**config.mk**
```make
export PLATFORM = sky130hd
export DESIGN_NAME = carry_alu
export DESIGN_NICKNAME = d
export VERILOG_FILES = /design/src/rtl/carry_alu_pkg.sv /design/src/rtl/carry_alu_opsel.sv /design/src/rtl/carry_alu_addsub.sv /design/src/rtl/carry_alu_bitops.sv /design/src/rtl/carry_alu_lead_scan.sv /design/src/rtl/carry_alu.sv
export SDC_FILE = /design/constraint.sdc
export NUM_CORES = 1
export LEC_CHECK = 0
export BUFFER_PORTS_ARGS = -buffer_cell sky130_fd_sc_hd__buf_4
export CORE_MARGIN = 5
export CORE_UTILIZATION = 35
export DETAILED_ROUTE_END_ITERATION = 10
export PLACE_DENSITY = 0.65
export SLEW_MARGIN = 0
export SYNTH_ARGS = -nofsm -noshare
export SYNTH_HDL_FRONTEND = slang
export SYNTH_SLANG_ARGS = --single-unit
```
**constraint.sdc**
```tcl
create_clock -name vclk -period 17.6
set_clock_uncertainty 0.05 [all_clocks]
set_input_delay 3.52 -clock vclk [all_inputs]
set_output_delay 3.52 -clock vclk [all_outputs]
set_load 0.01 [all_outputs]
```
**src/rtl/carry_alu_pkg.sv**
```systemverilog
package carry_alu_pkg;

   localparam int OP_W = 5;

   typedef enum logic [OP_W-1:0] {
      OP_ADD  = 5'd0,
      OP_ADC  = 5'd1,
      OP_SUB  = 5'd2,
      OP_SUC  = 5'd3,
      OP_RSB  = 5'd4,
      OP_RSC  = 5'd5,
      OP_SHL  = 5'd6,
      OP_SHR  = 5'd7,
      OP_AND  = 5'd8,
      OP_OR   = 5'd9,
      OP_XOR  = 5'd10,
      OP_INV  = 5'd11,
      OP_MIN  = 5'd12,
      OP_MAX  = 5'd13,
      OP_BCLR = 5'd14,
      OP_BSET = 5'd15,
      OP_LEAD = 5'd16
   } alu_op_e;

   // Control for the shared adder
   typedef struct packed {
      logic subtract;   // invert the subtrahend
      logic reverse;    // swap operand roles
      logic chain;      // use the stored carry as carry-in
   } addsub_ctl_t;

endpackage

```
**src/rtl/carry_alu_opsel.sv**
```systemverilog
module carry_alu_opsel #(
   parameter int DATA_W = 32,
   parameter int IMM_W  = 8
) (
   input  logic              imm_sel_i,
   input  logic [DATA_W-1:0] reg_i,
   input  logic [IMM_W-1:0]  imm_i,
   output logic [DATA_W-1:0] op2_o
);

   localparam int PAD_W = DATA_W - IMM_W;

   logic [DATA_W-1:0] imm_ext;

   generate
      if (PAD_W > 0) begin : g_pad
         assign imm_ext = {{PAD_W{1'b0}}, imm_i};
      end else begin : g_nopad
         assign imm_ext = imm_i[DATA_W-1:0];
      end
   endgenerate

   assign op2_o = imm_sel_i ? imm_ext : reg_i;

endmodule

```
**src/rtl/carry_alu_addsub.sv**
```systemverilog
module carry_alu_addsub
   import carry_alu_pkg::*;
#(
   parameter int DATA_W = 32
) (
   input  logic [DATA_W-1:0] rs1_i,
   input  logic [DATA_W-1:0] op2_i,
   input  addsub_ctl_t       ctl_i,
   input  logic              carry_i,
   output logic [DATA_W-1:0] sum_o,
   output logic              carry_o
);

   localparam int EXT_W = DATA_W + 1;

   logic [DATA_W-1:0] lhs;
   logic [DATA_W-1:0] rhs;
   logic [DATA_W-1:0] rhs_eff;
   logic              cin;
   logic [EXT_W-1:0]  wide;

   always_comb begin
      lhs     = ctl_i.reverse ? op2_i : rs1_i;
      rhs     = ctl_i.reverse ? rs1_i : op2_i;
      rhs_eff = ctl_i.subtract ? ~rhs : rhs;
      // x - y - !c == x + ~y + c ; plain subtract has c = 1
      cin     = ctl_i.chain ? carry_i : ctl_i.subtract;
      wide    = {1'b0, lhs} + {1'b0, rhs_eff} + EXT_W'(cin);
   end

   // For subtraction the top bit is already the inverted borrow
   assign sum_o   = wide[DATA_W-1:0];
   assign carry_o = wide[DATA_W];

endmodule

```
**src/rtl/carry_alu_bitops.sv**
```systemverilog
module carry_alu_bitops
   import carry_alu_pkg::*;
#(
   parameter int DATA_W = 32
) (
   input  alu_op_e           op_i,
   input  logic [DATA_W-1:0] rs1_i,
   input  logic [DATA_W-1:0] op2_i,
   output logic [DATA_W-1:0] res_o
);

   localparam int SH_W = $clog2(DATA_W);

   logic [SH_W-1:0]   amount;
   logic              to_left;
   logic [DATA_W-1:0] rev_in;
   logic [DATA_W-1:0] core_in;
   logic [DATA_W-1:0] stage [0:SH_W];
   logic [DATA_W-1:0] rev_out;
   logic [DATA_W-1:0] shifted;
   logic [DATA_W-1:0] bit_mask;

   assign amount  = op2_i[SH_W-1:0];
   assign to_left = (op_i == OP_SHL);

   // Left shift reuses the right shifter on bit-reversed data
   generate
      for (genvar i = 0; i < DATA_W; i++) begin : g_rev
         assign rev_in[i]  = rs1_i[DATA_W-1-i];
         assign rev_out[i] = stage[SH_W][DATA_W-1-i];
      end
   endgenerate

   assign core_in  = to_left ? rev_in : rs1_i;
   assign stage[0] = core_in;

   generate
      for (genvar s = 0; s < SH_W; s++) begin : g_stage
         assign stage[s+1] = amount[s] ? (stage[s] >> (1 << s)) : stage[s];
      end
   endgenerate

   assign shifted  = to_left ? rev_out : stage[SH_W];
   assign bit_mask = DATA_W'(1) << amount;

   always_comb begin
      unique case (op_i)
         OP_SHL, OP_SHR: res_o = shifted;
         OP_AND:         res_o = rs1_i & op2_i;
         OP_OR:          res_o = rs1_i | op2_i;
         OP_XOR:         res_o = rs1_i ^ op2_i;
         OP_INV:         res_o = ~rs1_i;
         OP_MIN:         res_o = (rs1_i < op2_i) ? rs1_i : op2_i;
         OP_MAX:         res_o = (rs1_i > op2_i) ? rs1_i : op2_i;
         OP_BCLR:        res_o = rs1_i & ~bit_mask;
         OP_BSET:        res_o = rs1_i | bit_mask;
         default:        res_o = '0;
      endcase
   end

endmodule

```
**src/rtl/carry_alu_lead_scan.sv**
```systemverilog
module carry_alu_lead_scan #(
   parameter int DATA_W = 32,
   parameter int IDX_W  = $clog2(DATA_W) + 1
) (
   input  logic [DATA_W-1:0] word_i,
   input  logic              ref_bit_i,
   output logic [IDX_W-1:0]  index_o
);

   logic [DATA_W-1:0] match;

   generate
      for (genvar i = 0; i < DATA_W; i++) begin : g_match
         assign match[i] = (word_i[i] == ref_bit_i);
      end
   endgenerate

   // Ascending walk: the highest matching index is written last
   always_comb begin
      index_o = IDX_W'(DATA_W);
      for (int i = 0; i < DATA_W; i++) begin
         if (match[i]) index_o = IDX_W'(i);
      end
   end

endmodule

```
**src/rtl/carry_alu.sv**
```systemverilog
module carry_alu
   import carry_alu_pkg::*;
#(
   parameter int DATA_W = 32,
   parameter int IMM_W  = 8
) (
   input  logic [OP_W-1:0]   op_i,
   input  logic              imm_sel_i,
   input  logic [DATA_W-1:0] rs1_i,
   input  logic [DATA_W-1:0] rs2_i,
   input  logic [IMM_W-1:0]  imm_i,
   input  logic              carry_i,
   output logic [DATA_W-1:0] result_o,
   output logic              carry_o,
   output logic              carry_we_o
);

   localparam int IDX_W = $clog2(DATA_W) + 1;

   generate
      if (DATA_W < 2 || (DATA_W & (DATA_W - 1)) != 0) begin : g_bad_width
         $error("carry_alu: DATA_W must be a power of two of at least 2");
      end
      if (IMM_W < 1 || IMM_W > DATA_W) begin : g_bad_imm
         $error("carry_alu: IMM_W must lie in 1..DATA_W");
      end
   endgenerate

   alu_op_e           op;
   logic [DATA_W-1:0] op2;
   addsub_ctl_t       as_ctl;
   logic              is_arith;
   logic [DATA_W-1:0] as_sum;
   logic              as_carry;
   logic [DATA_W-1:0] bit_res;
   logic [IDX_W-1:0]  lead_idx;

   assign op = alu_op_e'(op_i);

   carry_alu_opsel #(.DATA_W(DATA_W), .IMM_W(IMM_W)) u_opsel (
      .imm_sel_i (imm_sel_i),
      .reg_i     (rs2_i),
      .imm_i     (imm_i),
      .op2_o     (op2)
   );

   always_comb begin
      as_ctl   = '0;
      is_arith = 1'b1;
      unique case (op)
         OP_ADD: as_ctl = '{subtract: 1'b0, reverse: 1'b0, chain: 1'b0};
         OP_ADC: as_ctl = '{subtract: 1'b0, reverse: 1'b0, chain: 1'b1};
         OP_SUB: as_ctl = '{subtract: 1'b1, reverse: 1'b0, chain: 1'b0};
         OP_SUC: as_ctl = '{subtract: 1'b1, reverse: 1'b0, chain: 1'b1};
         OP_RSB: as_ctl = '{subtract: 1'b1, reverse: 1'b1, chain: 1'b0};
         OP_RSC: as_ctl = '{subtract: 1'b1, reverse: 1'b1, chain: 1'b1};
         default: is_arith = 1'b0;
      endcase
   end

   carry_alu_addsub #(.DATA_W(DATA_W)) u_addsub (
      .rs1_i   (rs1_i),
      .op2_i   (op2),
      .ctl_i   (as_ctl),
      .carry_i (carry_i),
      .sum_o   (as_sum),
      .carry_o (as_carry)
   );

   carry_alu_bitops #(.DATA_W(DATA_W)) u_bitops (
      .op_i  (op),
      .rs1_i (rs1_i),
      .op2_i (op2),
      .res_o (bit_res)
   );

   carry_alu_lead_scan #(.DATA_W(DATA_W), .IDX_W(IDX_W)) u_lead (
      .word_i    (rs1_i),
      .ref_bit_i (op2[0]),
      .index_o   (lead_idx)
   );

   always_comb begin
      if (is_arith)            result_o = as_sum;
      else if (op == OP_LEAD)  result_o = DATA_W'(lead_idx);
      else                     result_o = bit_res;
   end

   assign carry_o    = is_arith ? as_carry : carry_i;
   assign carry_we_o = is_arith;

endmodule

```
==> flow_summary.yaml, run 1 <==
place:
  pre_cts_ws_ps: 4620
  dp_hpwl_um: 36100
  place.gp.congestion: 1.11
  io_buffers: 113
setup_path:
  crit_path_frequent_cell: "buf_4"
  worstPathArrival_ps: 9450
  critPathMaxStageDelay_ps: 590
  path_cells: "buf_4 -> mux2i_4 -> buf_4 -> inv_4 -> nand2_1 -> o21ai_0 -> fa_1 -> fa_1 -> a211o_1 -> a2111oi_2 -> o21a_1 -> o31ai_1 -> o311ai_1 -> a31oi_1 -> mux2_2 -> o22ai_1 -> or4b_1 -> buf_4"
  cp-end-kind: "output port"
  cp_slowest_cell: "o311ai_1"
  worstPathRequired_ps: 14030
  path_class: "in2out"
  critPathLaunchType: "input port"
  crit_fanout: 46
drt:
  avgViaCountPerCell: 6.87
  vias: 11811
  dr.pass1.iters: 8
  drc_errors: 0
  ant_nets: 0
  drtIter0Drc: 1639
  drt-wirelength-per-cell_um: 27.9
  wirelength_um: 48000
sta:
  maxSlewHeadroom_pct: 17.6
  final_hold_viol_count: 0
  fin_setup_tns_ps: 0
  max_freq_mhz: 76.8
  min_period_ps: 13020
  setup_violations: 0
  worst_pin_slew_ps: 1220
  finalCritPeriodShare_pct: 74.0
  holdWs_ps: 7430
  slew_viol_final: 0
  worst_slack_ps: 4580
  rsz0062_at_grt: "false"
grt:
  antenna_found_initial: 2
  grt_use_total_pct: 31.4
  grt_pass1_vias: 10597
  grt_pass1_wl_um: 69700
  grt_util_met3_pct: 5.19
  overflow: 0
  grt_max_degree: 69
  met1_usage_pct: 43.8
  busiest_layer: "met2"
  met2_usage_pct: 48.9
synth:
  syn_nets: 1533
  syn-cell-area_um2: 8870
  yosysWarnings: 0
  yosysUniqueCellTypes: 78
  synth_cells: 1389
  synth-seq-area-share_pct: 0
  avgSynthCellArea_um2: 6.39
die:
  start_util_pct: 35.4
  chipHeight_um: 169
  pin_count: 113
  rows: 58
  die_w_um: 169
  coreArea_um2: 25000
  dieArea_um2: 28600
cells_and_area:
  fin_nets: 1534
  clockBufferCount: 0
  regArea_um2: 0
  final_common_cell: "o21ai_0"
  seq_cells: 0
  mostFrequentLayoutCells: "171 x o21ai_0, 153 x nand2_1, 139 x buf_4, 136 x nor2_1, 109 x a21oi_1"
  drive_above_1_share_pct: 13.8
  synthToLayoutAreaGrowth_pct: 10.4
flow_run:
  cap_violations: 0
cts:
  cts_setup_buffers: 0
  cts_resized: 0
  cts_hold_buf: 0
status:
  status: "complete, no violations"
hold_path:
  min_path_type: "in2out"
worst max-delay path: cells and delay by family:
family / cells / cell delay (ps)
AOI/OAI and AO/OA: 8 / 2250
adders and majority gates: 2 / 1000
buffers and inverters: 4 / 1380
muxes: 2 / 580
and+or+nand+nor: 2 / 650
layout make-up:
type	count	area [um2]
well taps	330	413
multi-input cells	1220	8220
repair buffers	139	1040
inverters	29	111
diodes	2	5.00
fillers	2748	15200
per-stage QoR:
| stage | cells | util (%) | instance area [um2] |
|---|---|---|---|
| global route | 1718 | 39.1 | 9790 |
| detailed placement | 1718 | 39.1 | 9790 |
| global placement | 1718 | 39.1 | 9790 |
| floorplan | 1389 | - | 8870 |
| CTS | 1718 | 39.1 | 9790 |
| finish | 1720 | 39.1 | 9800 |
cell usage after synthesis, drive strengths merged, types with 6 or more instances:
library cell  number  share of area [%]
a2111oi            8               0.86
nor3              40                2.3
o22ai             52                3.7
a22oi             10               0.85
o31ai              6               0.51
and3              11               0.78
a31oi             10               0.71
ha                63                8.9
a211o             10               0.99
o311ai             7               0.69
nand2b            34                2.4
o21a              10               0.85
a211oi            26                2.2
clkbuf           108                4.6
mux4              29                7.7
or3                8               0.56
nand2            154                6.5
a221oi            15                1.6
nor4               9               0.71
buf               32                1.8
nand4             13               0.92
o221ai            10               0.99
mux2               6               0.76
o21ai            174                9.8
o31a               7               0.69
o21bai             6               0.51
o2111ai            9               0.89
o211ai            24                2.0
inv               26                1.1
nor2b              6               0.42
a21oi            109                6.1
nor2             138                5.8
nand3             39                2.2
mux2i             44                5.1
xnor2             44                4.3
a21o              11               0.93
xor2              14                1.4
per-layer routing:
metal,vias to the layer above,part of all wire [%]
met4,2,4.9
li1,5268,-
met1,5550,40
met2,832,43
met5,-,0.027
met3,159,12
worst paths after layout:
kind                      start      endpoint  slack (ps)  depth (start not counted)
worst max-delay path  imm_sel_i  result_o[26]        4580                         18
worst min-delay path    carry_i       carry_o        7430                          4
logic make-up after synthesis:
| kind of cell | count (synthesis) | share of synthesized area [%] |
|---|---|---|
| adders and majority gates | 65 | 9.34 |
| xor gates and xnor gates | 58 | 5.73 |
| muxes | 79 | 13.6 |
| AOI/OAI and AO/OA | 545 | 39.1 |
| buffers and inverters | 169 | 7.62 |
| and+or+nand+nor | 473 | 24.6 |
==> inputs of run 2 (changes only) <==
--- a/config.mk
+++ b/config.mk
@@ -9,7 +9,7 @@
 export CORE_MARGIN = 5
 export CORE_UTILIZATION = 35
 export DETAILED_ROUTE_END_ITERATION = 10
-export PLACE_DENSITY = 0.65
+export PLACE_DENSITY = 0.67
 export SLEW_MARGIN = 0
 export SYNTH_ARGS = -nofsm -noshare
 export SYNTH_HDL_FRONTEND = slang
==> constraint.sdc (replaced) <==
create_clock -name vclk -period 10.75
set_clock_uncertainty 0.05 [all_clocks]
set_input_delay 2.15 -clock vclk [all_inputs]
set_output_delay 2.15 -clock vclk [all_outputs]
set_load 0.01 [all_outputs]
==> flow_summary.yaml, run 2 (synthesized netlist as in run 1, its figures left out) <==
cells_and_area:
  synthToLayoutAreaGrowth_pct: 11.1
  drive_above_1_share_pct: 14.3
  final_common_cell: "o21ai_0"
  mostFrequentLayoutCells: "171 x o21ai_0, 153 x nand2_1, 148 x buf_4, 137 x nor2_1, 109 x a21oi_1"
  multiInputGateArea_um2: 8220
  diodes: 0
  fin_nets: 1543
  n_fill_cell: 2668
  clockBufferCount: 0
  regArea_um2: 0
  seq_cells: 0
die:
  pin_count: 113
  rows: 58
  die_w_um: 169
  dieArea_um2: 28600
  start_util_pct: 35.4
  coreArea_um2: 25000
  chipHeight_um: 169
place:
  place.gp.congestion: 1.11
  dp_hpwl_um: 36800
  io_buffers: 113
cts:
  cts_setup_buffers: 0
  cts_hold_buf: 0
  cts_resized: 0
grt:
  grt_max_degree: 50
  grt_pass1_vias: 11132
  grt_pass1_wl_um: 70600
  antenna_found_initial: 0
  overflow: 0
  grt_use_total_pct: 31.7
power:
  p_leak_uw: 0.00391
  peakVddDrop_v: 0.0000279
  powerDensity_nw_per_um2: 64.9
status:
  status: "complete, no violations"
sta:
  maxSlewHeadroom_pct: 20.4
  max_freq_mhz: 104
  slew_viol_final: 0
  setup_violations: 0
  finalCritPeriodShare_pct: 89.2
  min_period_ps: 9590
  holdWs_ps: 4680
  final_hold_viol_count: 0
  rsz0062_at_grt: "false"
  fin_setup_tns_ps: 0
  worst_pin_slew_ps: 1190
flow_run:
  cap_violations: 0
setup_path:
  worstPathArrival_ps: 7390
  crit_fanout: 38
  path_class: "in2out"
  worstPathRequired_ps: 8550
  critPathLaunchType: "input port"
  cp-end-kind: "output port"
hold_path:
  holdPathStages: 4
  min_path_type: "in2out"
drt:
  wirelength_um: 48300
  drc_errors: 0
  dr.pass1.iters: 6
  drt-wirelength-per-cell_um: 28.0
  avgViaCountPerCell: 7.01
  vias: 12107
  ant_nets: 0
  drtIter0Drc: 1798
run 2: routing by layer:
layer,track usage [%],up-vias,share of wire (%)
met5,0,-,0
met3,8.04,243,13
li1,-,5294,-
met4,16.8,0,7.4
met1,41.9,5620,38
met2,47.6,950,41
run 2: final timing paths:
path                  start            to
setup / recovery  imm_sel_i  result_o[26]
hold / removal      carry_i       carry_o
run 2: cell type report:
| cell class | instances | share of cell area (%) |
|---|---|---|
| Inverter | 29 | 1.13 |
| Timing Repair Buffer | 148 | 11.3 |
| Tap cell | 330 | 4.19 |
| Multi-Input combinational cell | 1220 | 83.4 |
run 2: metrics by stage:
stage                     instance area (um2)  util (%)  total power (uW)  setup WS, ps  cells
after floorplan                          8870         -               390          1460   1389
after global placement                   9860      39.4               613          1350   1727
after detailed placement                 9860      39.4               614          1240   1727
after CTS                                9860      39.4               616          1250   1727
after global routing                     9860      39.4               676           892   1727
final                                    9860      39.4               640          1160   1727
run 2: worst max-delay path: stages:
cell and delay [ps]:
buf_4 360, mux2i_4 560, xnor2_1 110, nor2_1 110, a21oi_1 60, fa_1 440
fa_1 490, a211o_1 320, a2111oi_2 410, o21a_1 280, o31ai_1 160, o311ai_1 630
a31oi_1 240, mux2_2 280, o22ai_1 60, or4b_1 490, buf_4 160
run 2: report_power, final:
part / internal, uW / switching, uW
clock: 0 / 0
combinational: 231 / 408
sequential: 0 / 0
total: 231 / 408
(Power assumes the default switching activity.)
==> inputs of run 3 (changes only) <==
--- a/config.mk
+++ b/config.mk
@@ -9,8 +9,9 @@
 export CORE_MARGIN = 5
 export CORE_UTILIZATION = 35
 export DETAILED_ROUTE_END_ITERATION = 10
-export PLACE_DENSITY = 0.67
+export PLACE_DENSITY = 0.66
 export SLEW_MARGIN = 0
 export SYNTH_ARGS = -nofsm -noshare
 export SYNTH_HDL_FRONTEND = slang
+export SYNTH_HIERARCHICAL = 1
 export SYNTH_SLANG_ARGS = --single-unit
==> flow_summary.yaml, run 3 <==
cts:
  cts_setup_buffers: 0
  cts_hold_buf: 0
  cts_resized: 0
cells_and_area:
  regArea_um2: 0
  seq_cells: 0
  clockBufferCount: 0
  final_common_cell: "buf_4"
  fin_nets: 1539
  final_cells: 1778
  n_fill_cell: 3065
  synthToLayoutAreaGrowth_pct: 10.4
  mostFrequentLayoutCells: "139 x buf_4, 119 x nand2_1, 100 x a21oi_1, 95 x nor2_1, 63 x ha_1"
  drive_above_1_share_pct: 20.4
place:
  io_buffers: 113
  dp_hpwl_um: 38400
  place.gp.congestion: 1.07
  placed_cells: 1777
grt:
  grt_pass1_vias: 11800
  grt_pass1_wl_um: 76500
  overflow: 0
  grt_max_degree: 65
  antenna_found_initial: 2
  grt_use_total_pct: 31.3
synth:
  yosys-top-cells-area: "mux4_2 9.5%, ha_1 7.9%, mux2i_1 5.5%, a21oi_1 5.0%, nand2_1 4.5%"
  synth-seq-area-share_pct: 0
  yosys.area.top_type_share_pct: 9.45
  syn-cell-area_um2: 10000
  synth_cells: 1361
  synth_largest_area_cell: "mux4_2"
  syn_nets: 1505
  avgSynthCellArea_um2: 7.35
  yosysMostFrequentCell: "nand2_1"
  synthTopCellsByCount: "119 x nand2_1, 100 x a21oi_1, 97 x nor2_1"
  yosysWarnings: 6
  yosysUniqueCellTypes: 108
sta:
  rsz0062_at_grt: "false"
  slew_viol_final: 0
  min_period_ps: 9170
  final_hold_viol_count: 0
  setup_violations: 0
  worst_pin_slew_ps: 1060
  max_freq_mhz: 109
  fin_setup_tns_ps: 0
  finalCritPeriodShare_pct: 85.3
  maxSlewHeadroom_pct: 28.7
setup_path:
  worstPathRequired_ps: 8550
  crit_fanout: 32
  path_class: "in2out"
  crit_path_frequent_cell: "buf_4"
  worstPathArrival_ps: 6970
  cp-end-kind: "output port"
  path_cells: "buf_4 -> nor2b_1 -> inv_1 -> ha_1 -> nand4_1 -> nor4_1 -> buf_4 -> nand2_1 -> a31oi_1 -> o21ai_1 -> o2bb2ai_2 -> buf_4 -> a221oi_1 -> o211ai_1 -> a22o_1 -> buf_4"
  critPathLaunchType: "input port"
  cp_slowest_cell: "nor2b_1"
  critPathMaxStageDelay_ps: 630
drt:
  dr.pass1.iters: 6
  vias: 12577
  wirelength_um: 52800
  drc_errors: 0
  ant_nets: 0
  drtIter0Drc: 1885
  avgViaCountPerCell: 7.07
  drt-wirelength-per-cell_um: 29.7
status:
  status: "complete, no violations"
hold_path:
  min_path_type: "in2out"
  holdPathStages: 3
  holdPathEnd: "carry_o"
  min_from: "carry_i"
die:
  pin_count: 113
  dieArea_um2: 32100
  start_util_pct: 35.2
  chipHeight_um: 179
  rows: 62
  coreArea_um2: 28500
  die_w_um: 179
flow_run:
  cap_violations: 0
-- run 3: cell types whose count changed after synthesis, sizes merged, moves of 15 or more --
| cell | change |
|---|---|
| a22o | +30 |
| a31oi | +15 |
| clkbuf | -45 |
| inv | +29 |
| mux2 | +39 |
| mux4 | +18 |
| nand2 | -33 |
| nand2b | -15 |
| nand4 | +17 |
| nor2 | -40 |
| nor2b | +37 |
| nor3 | -16 |
| o21ai | -107 |
| o22ai | -22 |
-- run 3: kinds of logic after synthesis --
kind of cell	share of synthesized area, %
muxes	21.6
adders and majority gates	8.28
xor gates and xnor gates	5.34
AOI/OAI and AO/OA	34.1
buffers and inverters	7.35
and+or+nand+nor	23.4
-- run 3: worst max-delay path: cells and delay by family --
| kind | cells | cell delay [ps] |
|---|---|---|
| compound gates | 6 | 2360 |
| fa+ha+maj | 1 | 340 |
| buf+inv | 5 | 950 |
| simple gates | 4 | 1140 |
-- run 3: through the flow --
stage               instance area, um2  utilization [%]  hold WS [ps]  setup slack (ps)
detailed placement               11100             38.8          4640              1860
global placement                 11100             38.8          4650              1820
floorplan                        10000                -          4400              2580
global route                     11100             38.8          4680              1490
CTS                              11100             38.8          4650              1830
finish                           11100             38.8          4660              1580
-- run 3: area by class of cell --
type                       count  area (um2)  share of cell area, %
antenna                        1        2.50                 0.0226
inverter                      55         209                   1.89
multi-input combinational   1199        9320                   84.3
tap                          384         480                   4.35
timing repair buffer         139        1040                   9.44
-- run 3: per-layer routing --
metal,vias up,global-route usage [%],part of all wire (%)
met5,-,0,0.025
met1,5952,41.7,39
met3,212,6.85,12
met2,1005,47.9,43
met4,2,14.8,5.9
li1,5406,-,-
-- run 3: worst max-delay path by stage --
stage                     startpoint            to  slack (ps)  depth (start not counted)
after CTS                  imm_sel_i  result_o[30]        1830                         16
after detailed placement   imm_sel_i  result_o[30]        1860                         16
after floorplan            imm_sel_i   result_o[0]        2580                         18
after global placement     imm_sel_i  result_o[30]        1820                         16
after global routing       imm_sel_i   result_o[1]        1490                         15
final                      imm_sel_i  result_o[30]        1580                         16
